**src/rtl/cmp_reload_pkg.sv**
```systemverilog
package cmp_reload_pkg;

    // Reload controller states
    typedef enum logic [0:0] {
        RL_IDLE = 1'b0,
        RL_PEND = 1'b1
    } rl_state_e;

    // Mode bit encodings
    typedef enum logic {
        MODE_BATCH   = 1'b0,
        MODE_ANYTIME = 1'b1
    } rl_mode_e;

endpackage

```
**src/rtl/cmp_period_counter.sv**
```systemverilog
module cmp_period_counter #(
    parameter int          CNT_W      = 16,
    parameter logic [CNT_W-1:0] RST_PERIOD = '1
) (
    input  logic             clk,
    input  logic             rst,
    input  logic             run_en,
    input  logic             per_wr,
    input  logic [CNT_W-1:0] per_data,
    output logic [CNT_W-1:0] cnt_o,
    output logic             xfer_o
);

    logic [CNT_W-1:0] cnt_q;
    logic [CNT_W-1:0] per_q;
    logic             at_top;

    assign at_top = (cnt_q == per_q);
    assign xfer_o = run_en && at_top;
    assign cnt_o  = cnt_q;

    always_ff @(posedge clk) begin
        if (rst) begin
            per_q <= RST_PERIOD;
        end else if (per_wr) begin
            per_q <= per_data;
        end
    end

    always_ff @(posedge clk) begin
        if (rst) begin
            cnt_q <= '0;
        end else if (run_en) begin
            if (at_top) begin
                cnt_q <= '0;
            end else begin
                cnt_q <= cnt_q + 1'b1;
            end
        end
    end


    wrap_to_zero_chk: assert property (@(posedge clk) disable iff (rst)
        (run_en && cnt_q == per_q) |=> (cnt_q == '0));


    hold_when_idle_chk: assert property (@(posedge clk) disable iff (rst)
        !run_en |=> $stable(cnt_q));

endmodule

```
**src/rtl/cmp_reload_fsm.sv**
```systemverilog
module cmp_reload_fsm
    import cmp_reload_pkg::*;
(
    input  logic clk,
    input  logic rst,
    input  logic cmp_wr,
    input  logic mode_wr,
    input  logic mode_data,
    input  logic xfer,
    output logic batch_load_o,
    output logic direct_load_o
);

    rl_state_e state_q;
    rl_state_e state_d;
    rl_mode_e  mode_q;
    logic      cancel;
    logic      arm;

    assign cancel = mode_wr && mode_data;
    assign arm    = cmp_wr && (mode_q == MODE_BATCH) && !cancel;

    // mode bit register
    always_ff @(posedge clk) begin
        if (rst) begin
            mode_q <= MODE_BATCH;
        end else if (mode_wr) begin
            mode_q <= rl_mode_e'(mode_data);
        end
    end

    // next state
    always_comb begin
        state_d = state_q;
        unique case (state_q)
            RL_IDLE: begin
                if (arm) state_d = RL_PEND;          // arm
            end
            RL_PEND: begin
                if (cancel)            state_d = RL_IDLE;  // cancel
                else if (xfer && !arm) state_d = RL_IDLE;  // commit
                else                   state_d = RL_PEND;  // wait or re-arm
            end
            default: state_d = RL_IDLE;
        endcase
    end

    // state register
    always_ff @(posedge clk) begin
        if (rst) begin
            state_q <= RL_IDLE;
        end else begin
            state_q <= state_d;
        end
    end

    // outputs
    always_comb begin
        batch_load_o  = 1'b0;
        direct_load_o = 1'b0;
        unique case (state_q)
            RL_IDLE: batch_load_o = 1'b0;
            RL_PEND: batch_load_o = xfer && !cancel;
            default: batch_load_o = 1'b0;
        endcase
        if (cmp_wr && mode_q == MODE_ANYTIME) begin
            direct_load_o = 1'b1;
        end
    end


    cancel_drops_pending_chk: assert property (@(posedge clk) disable iff (rst)
        (mode_wr && mode_data) |=> (state_q == RL_IDLE));


    load_only_when_pending_chk: assert property (@(posedge clk) disable iff (rst)
        batch_load_o |-> (state_q == RL_PEND && mode_q == MODE_BATCH));


    single_load_source_chk: assert property (@(posedge clk) disable iff (rst)
        $onehot0({batch_load_o, direct_load_o}));

endmodule

```
**src/rtl/cmp_value_regs.sv**
```systemverilog
module cmp_value_regs #(
    parameter int CNT_W = 16
) (
    input  logic             clk,
    input  logic             rst,
    input  logic             cmp_wr,
    input  logic [CNT_W-1:0] cmp_data,
    input  logic             batch_load,
    input  logic             direct_load,
    output logic [CNT_W-1:0] act_o
);

    logic [CNT_W-1:0] buf_q;
    logic [CNT_W-1:0] act_q;

    always_ff @(posedge clk) begin
        if (rst) begin
            buf_q <= '0;
        end else if (cmp_wr) begin
            buf_q <= cmp_data;
        end
    end

    always_ff @(posedge clk) begin
        if (rst) begin
            act_q <= '0;
        end else if (direct_load) begin
            act_q <= cmp_data;
        end else if (batch_load) begin
            act_q <= buf_q;
        end
    end

    assign act_o = act_q;


    act_stable_chk: assert property (@(posedge clk) disable iff (rst)
        (!batch_load && !direct_load) |=> $stable(act_q));


    direct_takes_data_chk: assert property (@(posedge clk) disable iff (rst)
        direct_load |=> (act_q == $past(cmp_data)));

endmodule

```
**src/rtl/cmp_reload_top.sv**
```systemverilog
module cmp_reload_top #(
    parameter int          CNT_W      = 16,
    parameter logic [CNT_W-1:0] RST_PERIOD = '1
) (
    input  logic             clk,
    input  logic             rst,
    input  logic             run_en,
    input  logic             per_wr,
    input  logic [CNT_W-1:0] per_data,
    input  logic             cmp_wr,
    input  logic [CNT_W-1:0] cmp_data,
    input  logic             mode_wr,
    input  logic             mode_data,
    output logic [CNT_W-1:0] cnt_o,
    output logic [CNT_W-1:0] act_cmp_o,
    output logic             match_o
);

    logic xfer;
    logic batch_load;
    logic direct_load;

    cmp_period_counter #(
        .CNT_W      (CNT_W),
        .RST_PERIOD (RST_PERIOD)
    ) u_cnt (
        .clk      (clk),
        .rst      (rst),
        .run_en   (run_en),
        .per_wr   (per_wr),
        .per_data (per_data),
        .cnt_o    (cnt_o),
        .xfer_o   (xfer)
    );

    cmp_reload_fsm u_fsm (
        .clk           (clk),
        .rst           (rst),
        .cmp_wr        (cmp_wr),
        .mode_wr       (mode_wr),
        .mode_data     (mode_data),
        .xfer          (xfer),
        .batch_load_o  (batch_load),
        .direct_load_o (direct_load)
    );

    cmp_value_regs #(
        .CNT_W (CNT_W)
    ) u_regs (
        .clk         (clk),
        .rst         (rst),
        .cmp_wr      (cmp_wr),
        .cmp_data    (cmp_data),
        .batch_load  (batch_load),
        .direct_load (direct_load),
        .act_o       (act_cmp_o)
    );

    assign match_o = run_en && (cnt_o == act_cmp_o);


    batch_only_at_wrap_chk: assert property (@(posedge clk) disable iff (rst)
        batch_load |-> xfer);

endmodule

```
**config.mk**
```make
export PLATFORM = sky130hd
export DESIGN_NAME = cmp_reload_top
export DESIGN_NICKNAME = d
export VERILOG_FILES = /design/src/rtl/cmp_reload_pkg.sv /design/src/rtl/cmp_period_counter.sv /design/src/rtl/cmp_reload_fsm.sv /design/src/rtl/cmp_value_regs.sv /design/src/rtl/cmp_reload_top.sv
export SDC_FILE = /design/constraint.sdc
export NUM_CORES = 1
export LEC_CHECK = 0
export CAP_MARGIN = 20
export CELL_PAD_IN_SITES_DETAIL_PLACEMENT = 1
export CELL_PAD_IN_SITES_GLOBAL_PLACEMENT = 1
export CORE_MARGIN = 3
export CORE_UTILIZATION = 34
export DETAILED_ROUTE_END_ITERATION = 7
export PLACE_DENSITY_LB_ADDON = 0.1
export SLEW_MARGIN = 15
export SYNTH_ARGS = -nofsm -noshare
export SYNTH_HDL_FRONTEND = slang
export SYNTH_HIERARCHICAL = 1
export SYNTH_SLANG_ARGS = --single-unit
export TNS_END_PERCENT = 1
```
**constraint.sdc**
```tcl
create_clock -name clk -period 2.3 [get_ports clk]
set_clock_uncertainty 0.15 [all_clocks]
set_input_delay 0.345 -clock clk [delete_from_list [all_inputs] [get_ports clk]]
set_output_delay 0.345 -clock clk [all_outputs]
set_load 0.05 [all_outputs]
```
==> impl_metrics.csv <==
group,metric,value,unit
route,drt_iter0_drc,25,
synthesis,synth_area,3100,sq um
route,routed_wl,8280,um
route,vias_per_cell,4.77,
clocking,clk_path_buf_depth,2,
synthesis,ys_types,30,
global_route,grtUsageTotal,0.171,
final_layout,fillers,1000,
sta,slew_headroom,0.516,
global_route,grt_pass1_vias,2624,
global_route,antenna_found_initial,0,
critical_path,worstPathArrival,1.87,ns
global_route,grt_overflow,0,
sta,post-route-period-util,1.03,
critical_path,critPathCaptureType,"output port",
critical_path,worst-setup-path-type,"flip-flop to output port",
clocking,cts.sinks,66,
synthesis,yosys_register_bits,66,
synthesis,yosysSeqAreaShare,0.426,
route,first_pass_iters,3,
critical_path,path_max_fanout,7,
sta,slew_violations,0,
status,status,"finished, violations left",
sta,setup_viol,1,
floorplanning,row_count,34,
final_layout,n_antenna_cell,0,
clocking,cts_tree,"built",
clocking,cts_made_buffers,9,
status,violations,"negative setup slack",
synthesis,synth_top_flop_cell,"dfxtp_1",
synthesis,yosysWarnings,6,
synthesis,synth_edf_count,0,
floorplanning,start_util,0.352,
sta,hold_violations,0,
place,gp_congestion,0.826,
floorplanning,die_w,101,um
critical_path,crit_required,1.80,ns
global_route,grt_first_pass_wirelength,13500,um
critical_path,cp-start-kind,"flip-flop",
floorplanning,core_area,8810,sq um
sta,finalCriticalPeriod,2.37,ns
sta,grt_setup_unrepaired,"yes",
synthesis,syn_inst,307,
power_and_ir_drop,powerDensity,610,nW/um^2
min_path,hp-class,"flip-flop to flip-flop",
clocking,clkLatencyLatePin,0.35,ns
floorplanning,ios,72,
power_and_ir_drop,p_leak,1.64,nW
clocking,root_buffer,"clkbuf_8",
global_route,grt_max_degree,35,
job,maxCapViolCount,0,
place,pre_cts_slack,-0.105,ns
final_layout,area_growth,40.1,%
power_and_ir_drop,vdd_drop_max,0.291,mV
sta,timing.fmax,423,MHz
sta,setup_ws,-0.0654,ns
sta,worst_pin_slew,0.725,ns
floorplanning,die_h,101,um
final_layout,fin_nets,440,
route,ant_nets,0,
place,dp_hpwl,6120,um
sta,holdWs,0.336,ns
critical_path,rr_worst_depth,8,
min_path,holdPathStages,2,
synthesis,syn-num-nets,347,
final_layout,drive_gt1_frac,0.188,
floorplanning,die_area,10300,sq um
clocking,clk_pin_slew,0.07,ns
synthesis,async_flop_share,0,
route,wl_per_cell,16.1,um
clocking,cts_max_level,3,
synthesis,avgSynthCellArea,10.1,sq um
route,via_count,2447,
place,io_buffers,71,
route,drcViolationCount,0,
[metrics by stage]
stage | instance area (sq um) | setup TNS [ns] | std cells | utilization | power [W]
after global routing | 4340 | -0.608 | 513 | 0.493 | 0.00279
after CTS | 4320 | -0.113 | 513 | 0.490 | 0.00270
final | 4340 | -0.0654 | 513 | 0.493 | 0.00265
after global placement | 4080 | -1.25 | 497 | 0.464 | 0.00165
after detailed placement | 4080 | -1.41 | 497 | 0.464 | 0.00165
after floorplan | 3130 | -0.364 | 307 | - | 0.00149
[critical path, cell delays in order, from the launching register on]
cell     delay (ns)
dfxtp_2        0.34
buf_6          0.14
xor2_2         0.14
nor4_2         0.29
nand4_1        0.18
nor4_4         0.26
buf_12         0.18
[repair_timing]
action,in CTS,in global routing
endpoints found under the setup margin,17,17
resized for setup,5,5
hold buffers,0,0
setup buffers,0,0
pin swaps,1,5
[area by class of cell]
cell class | instances | area [sq um] | area share
multi-input combinational | 222 | 1710 | 0.393
sequential | 66 | 1340 | 0.309
timing repair buffer | 98 | 943 | 0.217
clock buffer | 12 | 155 | 0.0357
tap | 108 | 135 | 0.0311
clock inverter | 4 | 50.0 | 0.0115
inverter | 3 | 11.3 | 0.00259
[registers in the layout (all words and copies together) (netlist names)]
| register | count |
|---|---|
| u_regs/buf_q | 16 |
| u_fsm/state_q | 1 |
| u_fsm/mode_q | 1 |
| u_regs/act_o | 16 |
| u_cnt/cnt_o | 16 |
| u_cnt/per_q | 16 |
[report_power, final]
part,switching (W),internal (W)
clock,0.000464,0.000559
sequential,0.0000409,0.00119
combinational,0.000200,0.000192
total,0.000705,0.00194
[cells in the mapped netlist (3+ instances only)]
cell type | count | share of area
buf_2 | 3 | 0.0048
xor2_1 | 20 | 0.056
nand2_1 | 24 | 0.029
dfxtp_1 | 66 | 0.43
nand3_1 | 8 | 0.013
xnor2_1 | 27 | 0.076
nor4_1 | 6 | 0.012
clkbuf_1 | 6 | 0.0073
nor2b_1 | 16 | 0.032
buf_6 | 4 | 0.015
nand4_1 | 8 | 0.016
mux2i_1 | 49 | 0.16
a211oi_2 | 10 | 0.040
nor2_1 | 36 | 0.044
a211oi_1 | 6 | 0.015
[cells in the final DEF (no fill, tap or decap), drive strengths merged]
| cell type | n |
|---|---|
| a211oi | 16 |
| a21oi | 1 |
| a221oi | 1 |
| and2 | 1 |
| and3 | 1 |
| and4 | 1 |
| buf | 28 |
| bufinv | 1 |
| clkbuf | 12 |
| clkdlybuf4s50 | 70 |
| clkinv | 2 |
| clkinvlp | 2 |
| dfxtp | 66 |
| ha | 1 |
| inv | 2 |
| mux2i | 49 |
| nand2 | 24 |
| nand2b | 3 |
| nand3 | 8 |
| nand4 | 8 |
| nor2 | 36 |
| nor2b | 16 |
| nor3 | 1 |
| nor4 | 7 |
| o41ai | 1 |
| xnor2 | 27 |
| xor2 | 20 |
[worst paths after layout]
path | start | endpoint | slack (ns)
setup / recovery | u_cnt/cnt_o[2] | match_o | -0.07
hold / removal | u_fsm/state_q | u_fsm/state_q | 0.34
setup reg to reg | u_cnt/cnt_o[0] | u_regs/act_o[10] | 0.08
hold reg to reg | u_fsm/state_q | u_fsm/state_q | 0.34
[routing by layer]
metal | vias up | GRT usage | wire length, um
li1 | 1237 | - | -
met1 | 1146 | 0.204 | 3730
met2 | 53 | 0.291 | 4080
met3 | 11 | 0.0510 | 359
met4 | 0 | 0.0583 | 116
met5 | - | 0 | 0
[cells by family (layout without fill, tap and decap cells)]
kind of cell / count (synthesis) / in the layout / synth area share
XOR/XNOR: 47 / 47 / 0.133
adder cells (fa/ha/maj): 1 / 1 / 0.00403
AND/OR/NAND/NOR: 106 / 106 / 0.167
flip-flops: 66 / 66 / 0.426
buffers and inverters: 19 / 117 / 0.0416
AO/OA/AOI/OAI: 19 / 19 / 0.0702
multiplexers: 49 / 49 / 0.158
Power figures use the tool's default switching activity.
